$ cat src/rtl/nand_ecc_pkg.sv
package nand_ecc_pkg;

    localparam int BYTE_W = 8;

    typedef enum logic [1:0] {
        ST_FREE  = 2'd0,
        ST_ACCUM = 2'd1,
        ST_DONE  = 2'd2
    } own_state_t;

endpackage

$ cat src/rtl/ecc_byte_term.sv
// Parity contribution of one byte at a given index within the block.
module ecc_byte_term #(
    parameter int ROW_BITS = 9,
    localparam int NPAR = ROW_BITS + 3
) (
    input  logic                 active_i,
    input  logic [7:0]           byte_i,
    input  logic [ROW_BITS-1:0]  idx_i,
    output logic [NPAR-1:0]      even_o,
    output logic [NPAR-1:0]      odd_o
);
    logic bpar;

    always_comb begin
        even_o = '0;
        odd_o  = '0;
        bpar   = ^byte_i;
        if (active_i) begin
            // column terms: bit position split by address bits 0..2
            for (int k = 0; k < 3; k++) begin
                for (int j = 0; j < 8; j++) begin
                    if (((j >> k) & 1) != 0)
                        odd_o[k] = odd_o[k] ^ byte_i[j];
                    else
                        even_o[k] = even_o[k] ^ byte_i[j];
                end
            end
            // row terms: byte parity split by byte index bits
            for (int r = 0; r < ROW_BITS; r++) begin
                if (idx_i[r])
                    odd_o[r+3] = bpar;
                else
                    even_o[r+3] = bpar;
            end
        end
    end

endmodule

$ cat src/rtl/ecc_own_fsm.sv
// Ownership, block length and byte index control.
module ecc_own_fsm
    import nand_ecc_pkg::*;
#(
    parameter int CS_W   = 3,
    parameter int SIZE_W = 8,
    localparam int TOT_W    = SIZE_W + 2,
    localparam int ROW_BITS = SIZE_W + 1
) (
    input  logic                 clk,
    input  logic                 rst_n,
    input  logic                 claim_valid,
    input  logic [CS_W-1:0]      claim_cs,
    input  logic                 claim_wide,
    input  logic [SIZE_W-1:0]    claim_size,
    input  logic                 clr,
    input  logic                 en,
    input  logic                 dat_valid,
    input  logic                 rd_req,
    input  logic [CS_W-1:0]      rd_cs,
    output logic                 claim_ack,
    output logic                 claim_nack,
    output logic                 busy,
    output logic [CS_W-1:0]      owner_cs,
    output logic                 done,
    output logic                 rd_valid,
    output logic                 accept_o,
    output logic                 wide_o,
    output logic                 clear_o,
    output logic                 rd_fire_o,
    output logic [ROW_BITS-1:0]  idx_o
);
    own_state_t state_q, state_d;

    logic [CS_W-1:0]   owner_q;
    logic              wide_q;
    logic [SIZE_W-1:0] size_q;
    logic [TOT_W-1:0]  idx_q;
    logic [TOT_W-1:0]  total;
    logic [TOT_W-1:0]  step;
    logic              claim_fire;
    logic              rd_fire;
    logic              accept;
    logic              last_unit;
    logic              ack_q, nack_q, rdv_q;

    // state register
    always_ff @(posedge clk or negedge rst_n) begin
        if (!rst_n) state_q <= ST_FREE;
        else        state_q <= state_d;
    end

    // next state and decoded controls
    always_comb begin
        total      = ({2'b00, size_q} + TOT_W'(1)) << 1;
        step       = wide_q ? TOT_W'(2) : TOT_W'(1);
        claim_fire = claim_valid && (state_q == ST_FREE);
        rd_fire    = rd_req && (state_q != ST_FREE) && (rd_cs == owner_q);
        accept     = dat_valid && en && (state_q == ST_ACCUM) && !clr && !rd_fire;
        last_unit  = accept && ((idx_q + step) == total);
        state_d    = state_q;
        unique case (state_q)
            ST_FREE: begin
                if (claim_fire) state_d = ST_ACCUM;
            end
            ST_ACCUM: begin
                if (rd_fire)        state_d = ST_FREE;
                else if (clr)       state_d = ST_ACCUM;
                else if (last_unit) state_d = ST_DONE;
            end
            ST_DONE: begin
                if (rd_fire)  state_d = ST_FREE;
                else if (clr) state_d = ST_ACCUM;
            end
            default: state_d = ST_FREE;
        endcase
    end

    // configuration, index and response registers
    always_ff @(posedge clk or negedge rst_n) begin
        if (!rst_n) begin
            owner_q <= '0;
            wide_q  <= 1'b0;
            size_q  <= '0;
            idx_q   <= '0;
            ack_q   <= 1'b0;
            nack_q  <= 1'b0;
            rdv_q   <= 1'b0;
        end else begin
            if (claim_fire) begin
                owner_q <= claim_cs;
                wide_q  <= claim_wide;
                size_q  <= claim_size;
            end
            if (claim_fire || clr) idx_q <= '0;
            else if (accept)       idx_q <= idx_q + step;
            ack_q  <= claim_fire;
            nack_q <= claim_valid && (state_q != ST_FREE);
            rdv_q  <= rd_fire;
        end
    end

    assign claim_ack  = ack_q;
    assign claim_nack = nack_q;
    assign rd_valid   = rdv_q;
    assign busy       = (state_q != ST_FREE);
    assign done       = (state_q == ST_DONE);
    assign owner_cs   = owner_q;
    assign accept_o   = accept;
    assign wide_o     = wide_q;
    assign clear_o    = claim_fire || clr;
    assign rd_fire_o  = rd_fire;
    assign idx_o      = idx_q[ROW_BITS-1:0];

    AST_NACK_WHEN_OWNED: assert property (@(posedge clk) disable iff (!rst_n)
        (claim_valid && busy) |=> (claim_nack && !claim_ack));
    AST_OWNER_KEPT: assert property (@(posedge clk) disable iff (!rst_n)
        busy |=> $stable(owner_cs));
    AST_READ_RELEASES: assert property (@(posedge clk) disable iff (!rst_n)
        rd_valid |-> !busy);
    AST_CLAIM_TAKES: assert property (@(posedge clk) disable iff (!rst_n)
        claim_ack |-> busy);

endmodule

$ cat src/rtl/nand_ecc_acc.sv
// Top: parity accumulators, packing and read capture.
module nand_ecc_acc
    import nand_ecc_pkg::*;
#(
    parameter int CS_W   = 3,
    parameter int SIZE_W = 8,   // 5..11 supported by the 32-bit result packing
    localparam int ROW_BITS = SIZE_W + 1,
    localparam int NPAR     = ROW_BITS + 3,
    localparam int HI       = NPAR - 8,
    localparam int CODE_W   = 2 * NPAR,
    localparam int LANES    = 2
) (
    input  logic                 clk,
    input  logic                 rst_n,
    input  logic                 claim_valid,
    input  logic [CS_W-1:0]      claim_cs,
    input  logic                 claim_wide,
    input  logic [SIZE_W-1:0]    claim_size,
    output logic                 claim_ack,
    output logic                 claim_nack,
    output logic                 busy,
    output logic [CS_W-1:0]      owner_cs,
    input  logic                 clr,
    input  logic                 en,
    input  logic                 dat_valid,
    input  logic [15:0]          dat,
    output logic                 done,
    output logic [31:0]          res_word,
    input  logic                 rd_req,
    input  logic [CS_W-1:0]      rd_cs,
    output logic                 rd_valid,
    output logic [CODE_W-1:0]    rd_code
);
    logic                accept, wide, clear_acc, rd_fire;
    logic [ROW_BITS-1:0] idx;
    logic [NPAR-1:0]     even_q, odd_q;
    logic [NPAR-1:0]     lane_even [LANES];
    logic [NPAR-1:0]     lane_odd  [LANES];
    logic [NPAR-1:0]     sum_even, sum_odd;
    logic [CODE_W-1:0]   code_now, code_q;

    ecc_own_fsm #(.CS_W(CS_W), .SIZE_W(SIZE_W)) u_fsm (
        .clk         (clk),
        .rst_n       (rst_n),
        .claim_valid (claim_valid),
        .claim_cs    (claim_cs),
        .claim_wide  (claim_wide),
        .claim_size  (claim_size),
        .clr         (clr),
        .en          (en),
        .dat_valid   (dat_valid),
        .rd_req      (rd_req),
        .rd_cs       (rd_cs),
        .claim_ack   (claim_ack),
        .claim_nack  (claim_nack),
        .busy        (busy),
        .owner_cs    (owner_cs),
        .done        (done),
        .rd_valid    (rd_valid),
        .accept_o    (accept),
        .wide_o      (wide),
        .clear_o     (clear_acc),
        .rd_fire_o   (rd_fire),
        .idx_o       (idx)
    );

    // one byte term per lane; lane 1 only in 16-bit mode
    for (genvar l = 0; l < LANES; l++) begin : g_lane
        logic lane_act;
        assign lane_act = accept && ((l == 0) || wide);
        ecc_byte_term #(.ROW_BITS(ROW_BITS)) u_term (
            .active_i (lane_act),
            .byte_i   (dat[8*l +: 8]),
            .idx_i    (idx + ROW_BITS'(l)),
            .even_o   (lane_even[l]),
            .odd_o    (lane_odd[l])
        );
    end

    always_comb begin
        sum_even = '0;
        sum_odd  = '0;
        for (int l = 0; l < LANES; l++) begin
            sum_even = sum_even ^ lane_even[l];
            sum_odd  = sum_odd  ^ lane_odd[l];
        end
    end

    always_ff @(posedge clk or negedge rst_n) begin
        if (!rst_n) begin
            even_q <= '0;
            odd_q  <= '0;
            code_q <= '0;
        end else begin
            if (clear_acc) begin
                even_q <= '0;
                odd_q  <= '0;
            end else if (accept) begin
                even_q <= even_q ^ sum_even;
                odd_q  <= odd_q  ^ sum_odd;
            end
            if (rd_fire) code_q <= code_now;
        end
    end

    assign res_word = {{(8-HI){1'b0}}, odd_q[NPAR-1:8], odd_q[7:0],
                       {(8-HI){1'b0}}, even_q[NPAR-1:8], even_q[7:0]};
    assign code_now = {odd_q[NPAR-1:8], even_q[NPAR-1:8], odd_q[7:0], even_q[7:0]};
    assign rd_code  = code_q;

    AST_CLEAR_ZEROES: assert property (@(posedge clk) disable iff (!rst_n)
        clr |=> (res_word == 32'd0));
    AST_HOLD_DISABLED: assert property (@(posedge clk) disable iff (!rst_n)
        (busy && !en && !clr) |=> $stable(res_word));
    AST_HOLD_AFTER_END: assert property (@(posedge clk) disable iff (!rst_n)
        (done && !clr) |=> $stable(res_word));
    AST_UNUSED_BITS_ZERO: assert property (@(posedge clk) disable iff (!rst_n)
        (res_word[15:12] == 4'd0) && (res_word[31:28] == 4'd0));

endmodule

$ cat config.mk
export PLATFORM = sky130hd
export DESIGN_NAME = nand_ecc_acc
export DESIGN_NICKNAME = d
export VERILOG_FILES = /design/src/rtl/nand_ecc_pkg.sv /design/src/rtl/ecc_byte_term.sv /design/src/rtl/ecc_own_fsm.sv /design/src/rtl/nand_ecc_acc.sv
export SDC_FILE = /design/constraint.sdc
export NUM_CORES = 1
export LEC_CHECK = 0
export BUFFER_PORTS_ARGS = -buffer_cell sky130_fd_sc_hd__buf_2
export CAP_MARGIN = 20
export CORE_AREA = 2 2 92 94
export DETAILED_ROUTE_END_ITERATION = 16
export DIE_AREA = 0 0 94 96
export PLACE_DENSITY = 0.84
export REMOVE_ABC_BUFFERS = 1
export SYNTH_ARGS = -nofsm -noshare
export SYNTH_HDL_FRONTEND = slang
export SYNTH_SLANG_ARGS = --single-unit
export TNS_END_PERCENT = 30
$ cat constraint.sdc
create_clock -name clk -period 10.8 [get_ports clk]
set_input_delay 1.62 -clock clk [delete_from_list [all_inputs] [get_ports clk]]
set_output_delay 1.62 -clock clk [all_outputs]
set_load 0.02 [all_outputs]
# After elaboration in Yosys (flattened, before gate mapping)

Index checks and enable logic that the tools add are counted.

Register bits: 75
Bits of input ports: 38
Output and inout bits: 64
Word-level logic and storage cells: 166

$add $sub $neg: 3
Equal/unequal tests: 7
Muxes and demuxes: 88
Bitwise operators: 38
Reductions and logical operators: 19

Operator list:

| operator            | count |
|---|---|
| $mux 12             | 8 |
| $mux 1              | 70 |
| $xor 12x12->12      | 4 |
| $xor 1x1->1         | 34 |
| $mux 10             | 2 |
| $reduce_xor 8->1    | 2 |
| $mux 2              | 7 |
| $add 10x10->10      | 1 |
| $eq 10x10->1        | 1 |
| $logic_and 1x1->1   | 10 |
| $add 8x1->9 const B | 1 |
| $add 9x1->9 const B | 1 |
| $pmux 2 s3          | 1 |
| $ne 4x2->1 const B  | 1 |
| $reduce_bool 2->1   | 2 |
| $eq 3x3->1          | 1 |
| $ne 3x2->1 const B  | 1 |
| $reduce_and 3->1    | 1 |
| $eq 2x1->1 const B  | 1 |
| $eq 2x2->1 const B  | 1 |
| $logic_not 1->1     | 2 |
| $logic_not 2->1     | 1 |
| $ne 2x1->1 const B  | 1 |
| $logic_or 1x1->1    | 1 |

# Depth between registers and ports, before layout

Depth after elaboration: 18
Gate-level depth with buffers: 12
Mapped depth without buffers: 10

# Cells and area by module

From an unflattened synthesis, not the netlist that was laid out.

Cell total of the unflattened synthesis: 504
Area total of the unflattened synthesis: 4971.0 um2

By module, submodules not included:

| module        | instances | cells each | area each (um2) | sequential area each (um2) |
|---|---|---|---|---|
| nand_ecc_acc  | 1         | 235        | 2633.8          | 1201.2 |
| ecc_own_fsm   | 1         | 165        | 1649.1          | 675.6 |
| ecc_byte_term | 2         | 52         | 344.1           | 0.0 |

# Worst setup path after synthesis

OpenSTA, ideal clock, no wires.

Path type: register -> register
Start: register u_fsm.wide_q, in the netlist u_fsm.wide_o
End: register u_fsm.state_q[0]
Setup time: 0.119 ns
Data arrival time: 3.307 ns
Data required time: 10.681 ns
Setup slack: 7.374 ns
Cell stages (with the launch flop): 13
Buffers on the path: 2
Period minus slack after synthesis: 3.426 ns
Cells stage by stage: dfrtp_1 -> clkbuf_1 -> inv_1 -> clkbuf_1 -> ha_1 -> fa_1 -> nand3_4 -> nor3_1 -> or4_1 -> o221ai_1 -> a32oi_1 -> or4_1 -> and2_1

Word-level cells in the longest chain between the ends: 6

Ends and longest elaborated chain:

| item                       | RTL line          | RTL |
|---|---|---|
| start: declaration         | ecc_own_fsm.sv:36 | `logic wide_q;` |
| start signal: assignment   | ecc_own_fsm.sv:92 | `wide_q <= claim_wide;` |
| $mux 2                     | ecc_own_fsm.sv:56 | `step = wide_q ? TOT_W'(2) : TOT_W'(1);` |
| $add 10x10->10             | ecc_own_fsm.sv:60 | `last_unit = accept && ((idx_q + step) == total);` |
| $eq 10x10->1               | ecc_own_fsm.sv:60 |  |
| $logic_and 1x1->1          | ecc_own_fsm.sv:60 |  |
| $ne 4x2->1 (no line)       | --                |  |
| $reduce_and 3->1 (no line) | --                |  |
| end signal: assignment     | ecc_own_fsm.sv:50 | `else state_q <= state_d;` |
| end: declaration           | ecc_own_fsm.sv:33 | `own_state_t state_q, state_d;` |

Every way passes these cells.
A chain may end at the register's enable or synchronous reset.

# Worst setup path after layout

Same ends and word-level chain as after synthesis.

==> results.md <==
* Result of the run: finished clean
* CP arrival at 4.20 ns
* Final number of hold-violating endpoints at 0
* Synth Area per Inst at 9.73 um2
* Fraction of layout instances using a drive strength above 1 at between 20% and 30%
* Unique masters post-synth at 59
* Min cycle time layout at between 3 and 4 ns
* Highest ir drop seen on vdd at 0.0844 mV
* Top achievable clock speed at approximately 250 MHz
* # DRC at 0
* Worst hold path startpoint: even_q[6]
* P per Cell Area at 201 nW/um2
* Count of synthesis-stage warnings from yosys at 0
* Core outline area at 8050 um2
* Leakage at 2.39 nW
* Final-report max-slew violation count at 0
* Launch point of the worst reg-to-reg path: u_fsm.wide_o
* H-tree lvl count at 3
* Slew at the pin with the worst max-slew slack at 1.04 ns
* Post-route fraction of the period consumed by the critical path at 36.5%
* Mapped cell area at 4580 um2
* Area enclosed by the die boundary at roughly 9000 um2
* 1st-iter DRT viols at 255
* Number of cells on the worst reg-to-reg path at 10
* Max cap viols at 0
* Clock Sink Count at 75
* Combined flip-flop and latch cell area at 1880 um2
* Maximum clock skew at final layout at around 0.016 ns
* Hold Slack at 0.500 ns
* Die height at 96 um
* Count of mapped cells out of synthesis at ~470
* Number of antenna violations at the first check in global routing at 0
* Count of buffers from port buffering at between 90 and 100
* Proportion of register bits with asynchronous set or reset after synthesis at 100%
* Worst R2R End: u_fsm.state_q[0]
* Capture endpoint of the worst hold path: even_q[6]
* Most frequent standard cell in the layout excluding fill and tap cells: buf_2
* Remaining number of nets flagged by the antenna check after routing at 0
* Deepest clock path buffer count at 2
* Number of global-route vias before repair at 3663
* Area overhead of the layout relative to synthesis at 15.9%
* Routed len/inst at 15.6 um
* Final Routed Wirelength at 10.3 mm
* Number of synthesized flops with an enable pin at 0
* Number of iterations in the first detailed-routing pass at 4
* Endpoints failing setup at 0
* Global Route Usage Sum at approximately 24%
* Count of fill cells added during filler insertion at 658
* Clock-pin slew on the worst setup and hold paths at 0.09 ns
* Most frequent cells in the layout: 92 x buf_2, 75 x dfrtp_1, 50 x xnor2_1
* Die width at around 94 um
* Count of pins on the block boundary at 102
* Post-cts sizing count at 0
* Latest clock arrival within the worst-skew pair at between 0.3 and 0.4 ns
* Critical Path Fanout Max at 20
* Post-synthesis sequential area ratio at about 41%
* Aggregate negative setup slack at 0 ns
* Post-cts hold buffer count at 0
* Synth Flop Type: dfrtp_1
* Gr ovfl total at 0
* Total via count in the routed design at 3742
* Number of nets at the end of the flow at 594
* Effective utilization at floorplan at 56.9%
* Most area-consuming cells after synthesis: dfrtp_1 41%, xnor2_1 9.6%, mux2_2 8.4%
* Worst reg2reg setup slack at 6.85 ns
* # Post-CTS Setup Buffers at 0
* Hpwl dp at roughly 7.2 mm
* First-pass GRT wire length at 17.0 mm
* Number of placement rows at 33
* Crit path launch type: flip-flop
* Area of the multi-input gates at 2530 um2
* Top cell type's share of synthesized area at roughly two fifths
* TritonCTS clock tree: built
* Kind of end point of the critical path: flip-flop
* Worst slew margin relative to its limit at 30.2%
* Cell type with the largest total area after synthesis: dfrtp_1
* Utilization after layout at 65.9%
* Pin count of the biggest net entering global routing at 76
* Number of buffers inserted during clock tree synthesis at 9
* Hold WC Path Type: flip-flop to flip-flop
* Critical path type: flip-flop to flip-flop
* Required time of the critical path at ~11 ns
* # diodes at 0
* Via density at 5.66
* Setup repair after global routing missed its margin: false
* CTS Root Cell: clkbuf_8
* Seq cells post-synth at 75
* Last weighted congestion value of the routability-driven placer at 0.882
* Hold Path Stages at 1
layout make-up:
class	instances	share of cell area (%)
clock buffer	12	2.73
inverter	5	0.354
clock inverter	4	1.84
sequential	75	35.4
timing repair buffer	99	9.66
tap	105	2.47
multi-input combinational	361	47.6
logic make-up after synthesis:
family                   share of synthesized area, %
adder cells (fa/ha/maj)                          1.53
AND/OR/NAND/NOR                                  16.0
other                                          0.0818
AO/OA/AOI/OAI                                    13.3
XOR/XNOR                                         13.8
flip-flops                                       41.0
multiplexers                                     9.67
buffers and inverters                            4.61
sequential cells by signal, summed over array words and instances, names as in the netlist:
signal            cells
u_fsm.state_q         2
even_q               12
u_fsm.claim_ack       1
u_fsm.claim_nack      1
u_fsm.rd_valid        1
u_fsm.idx_q          10
u_fsm.wide_o          1
odd_q                12
rd_code              24
u_fsm.size_q          8
u_fsm.owner_cs        3
report_power, final:
part | leakage, nW | switching (mW) | internal, mW
Clock | 0.117 | 0.107 | 0.160
Sequential | 1.01 | 0.0598 | 0.331
Combinational | 1.26 | 0.239 | 0.169
Total | 2.39 | 0.406 | 0.661
per-stage QoR:
step	setup WS (ns)	instance area (um2)	total power, mW	instances
CTS	6.91	5310	1.07	661
global route	6.65	5310	1.13	661
global placement	6.98	5070	0.784	645
finish	6.85	5310	1.07	661
detailed placement	6.84	5070	0.801	645
floorplan	4.20	4420	0.678	441
Yosys cell counts (2+ instances only):
master      n
a2111oi_2   2
a211o_1     3
a211oi_1    3
a21boi_0    2
a21o_1      2
a21oi_1    16
a31oi_1     2
and2_1      2
and3_1      2
and4_1      2
buf_2      13
buf_4      10
clkbuf_1   14
dfrtp_1    75
ha_1        4
inv_1       5
mux2_2     34
mux2i_1     6
nand2_1    45
nand2b_1    4
nand3_1    19
nand4_1     6
nand4b_1    2
nor2_1     30
nor3_1     15
nor3b_1     2
nor4_1      6
o2111ai_1   2
o211ai_1    3
o21a_1     14
o21ai_0    20
o21ai_1     7
o31ai_1     2
or2_2       2
or3_1       5
or4_1       2
xnor2_1    50
xnor2_2     3
xor2_1     15
worst max path at each step:
stage               depth (start not counted)    startpoint                to  slack (ns)
global route                               10  u_fsm.wide_o  u_fsm.state_q[0]        6.65
CTS                                        10  u_fsm.wide_o  u_fsm.state_q[0]        6.91
detailed placement                          8        dat[4]         odd_q[11]        6.84
global placement                            8        dat[4]          odd_q[5]        6.98
floorplan                                   6      rd_cs[0]    u_fsm.idx_q[4]        4.20
finish                                     10  u_fsm.wide_o  u_fsm.state_q[0]        6.85
worst max-delay path, cell delays in order, from the launching register on:
cell	delay, ns
dfrtp_1	0.80
inv_1	0.42
ha_1	0.36
fa_1	0.48
nand3_4	0.16
nor3_1	0.09
or4_1	0.53
o221ai_1	0.23
a32oi_1	0.08
or4_1	0.54
and2_1	0.15
per-layer routing:
| layer | share of wire, % | wire length (um) | global-route usage (%) | vias up |
|---|---|---|---|---|
| li1 | - | - | - | 1794 |
| met1 | 42 | 4370 | 28.5 | 1796 |
| met2 | 49 | 5080 | 42.6 | 136 |
| met3 | 6.3 | 646 | 6.34 | 16 |
| met4 | 1.9 | 193 | 9.54 | 0 |
| met5 | 0 | 0 | 0 | - |
(Power assumes the default switching activity.)
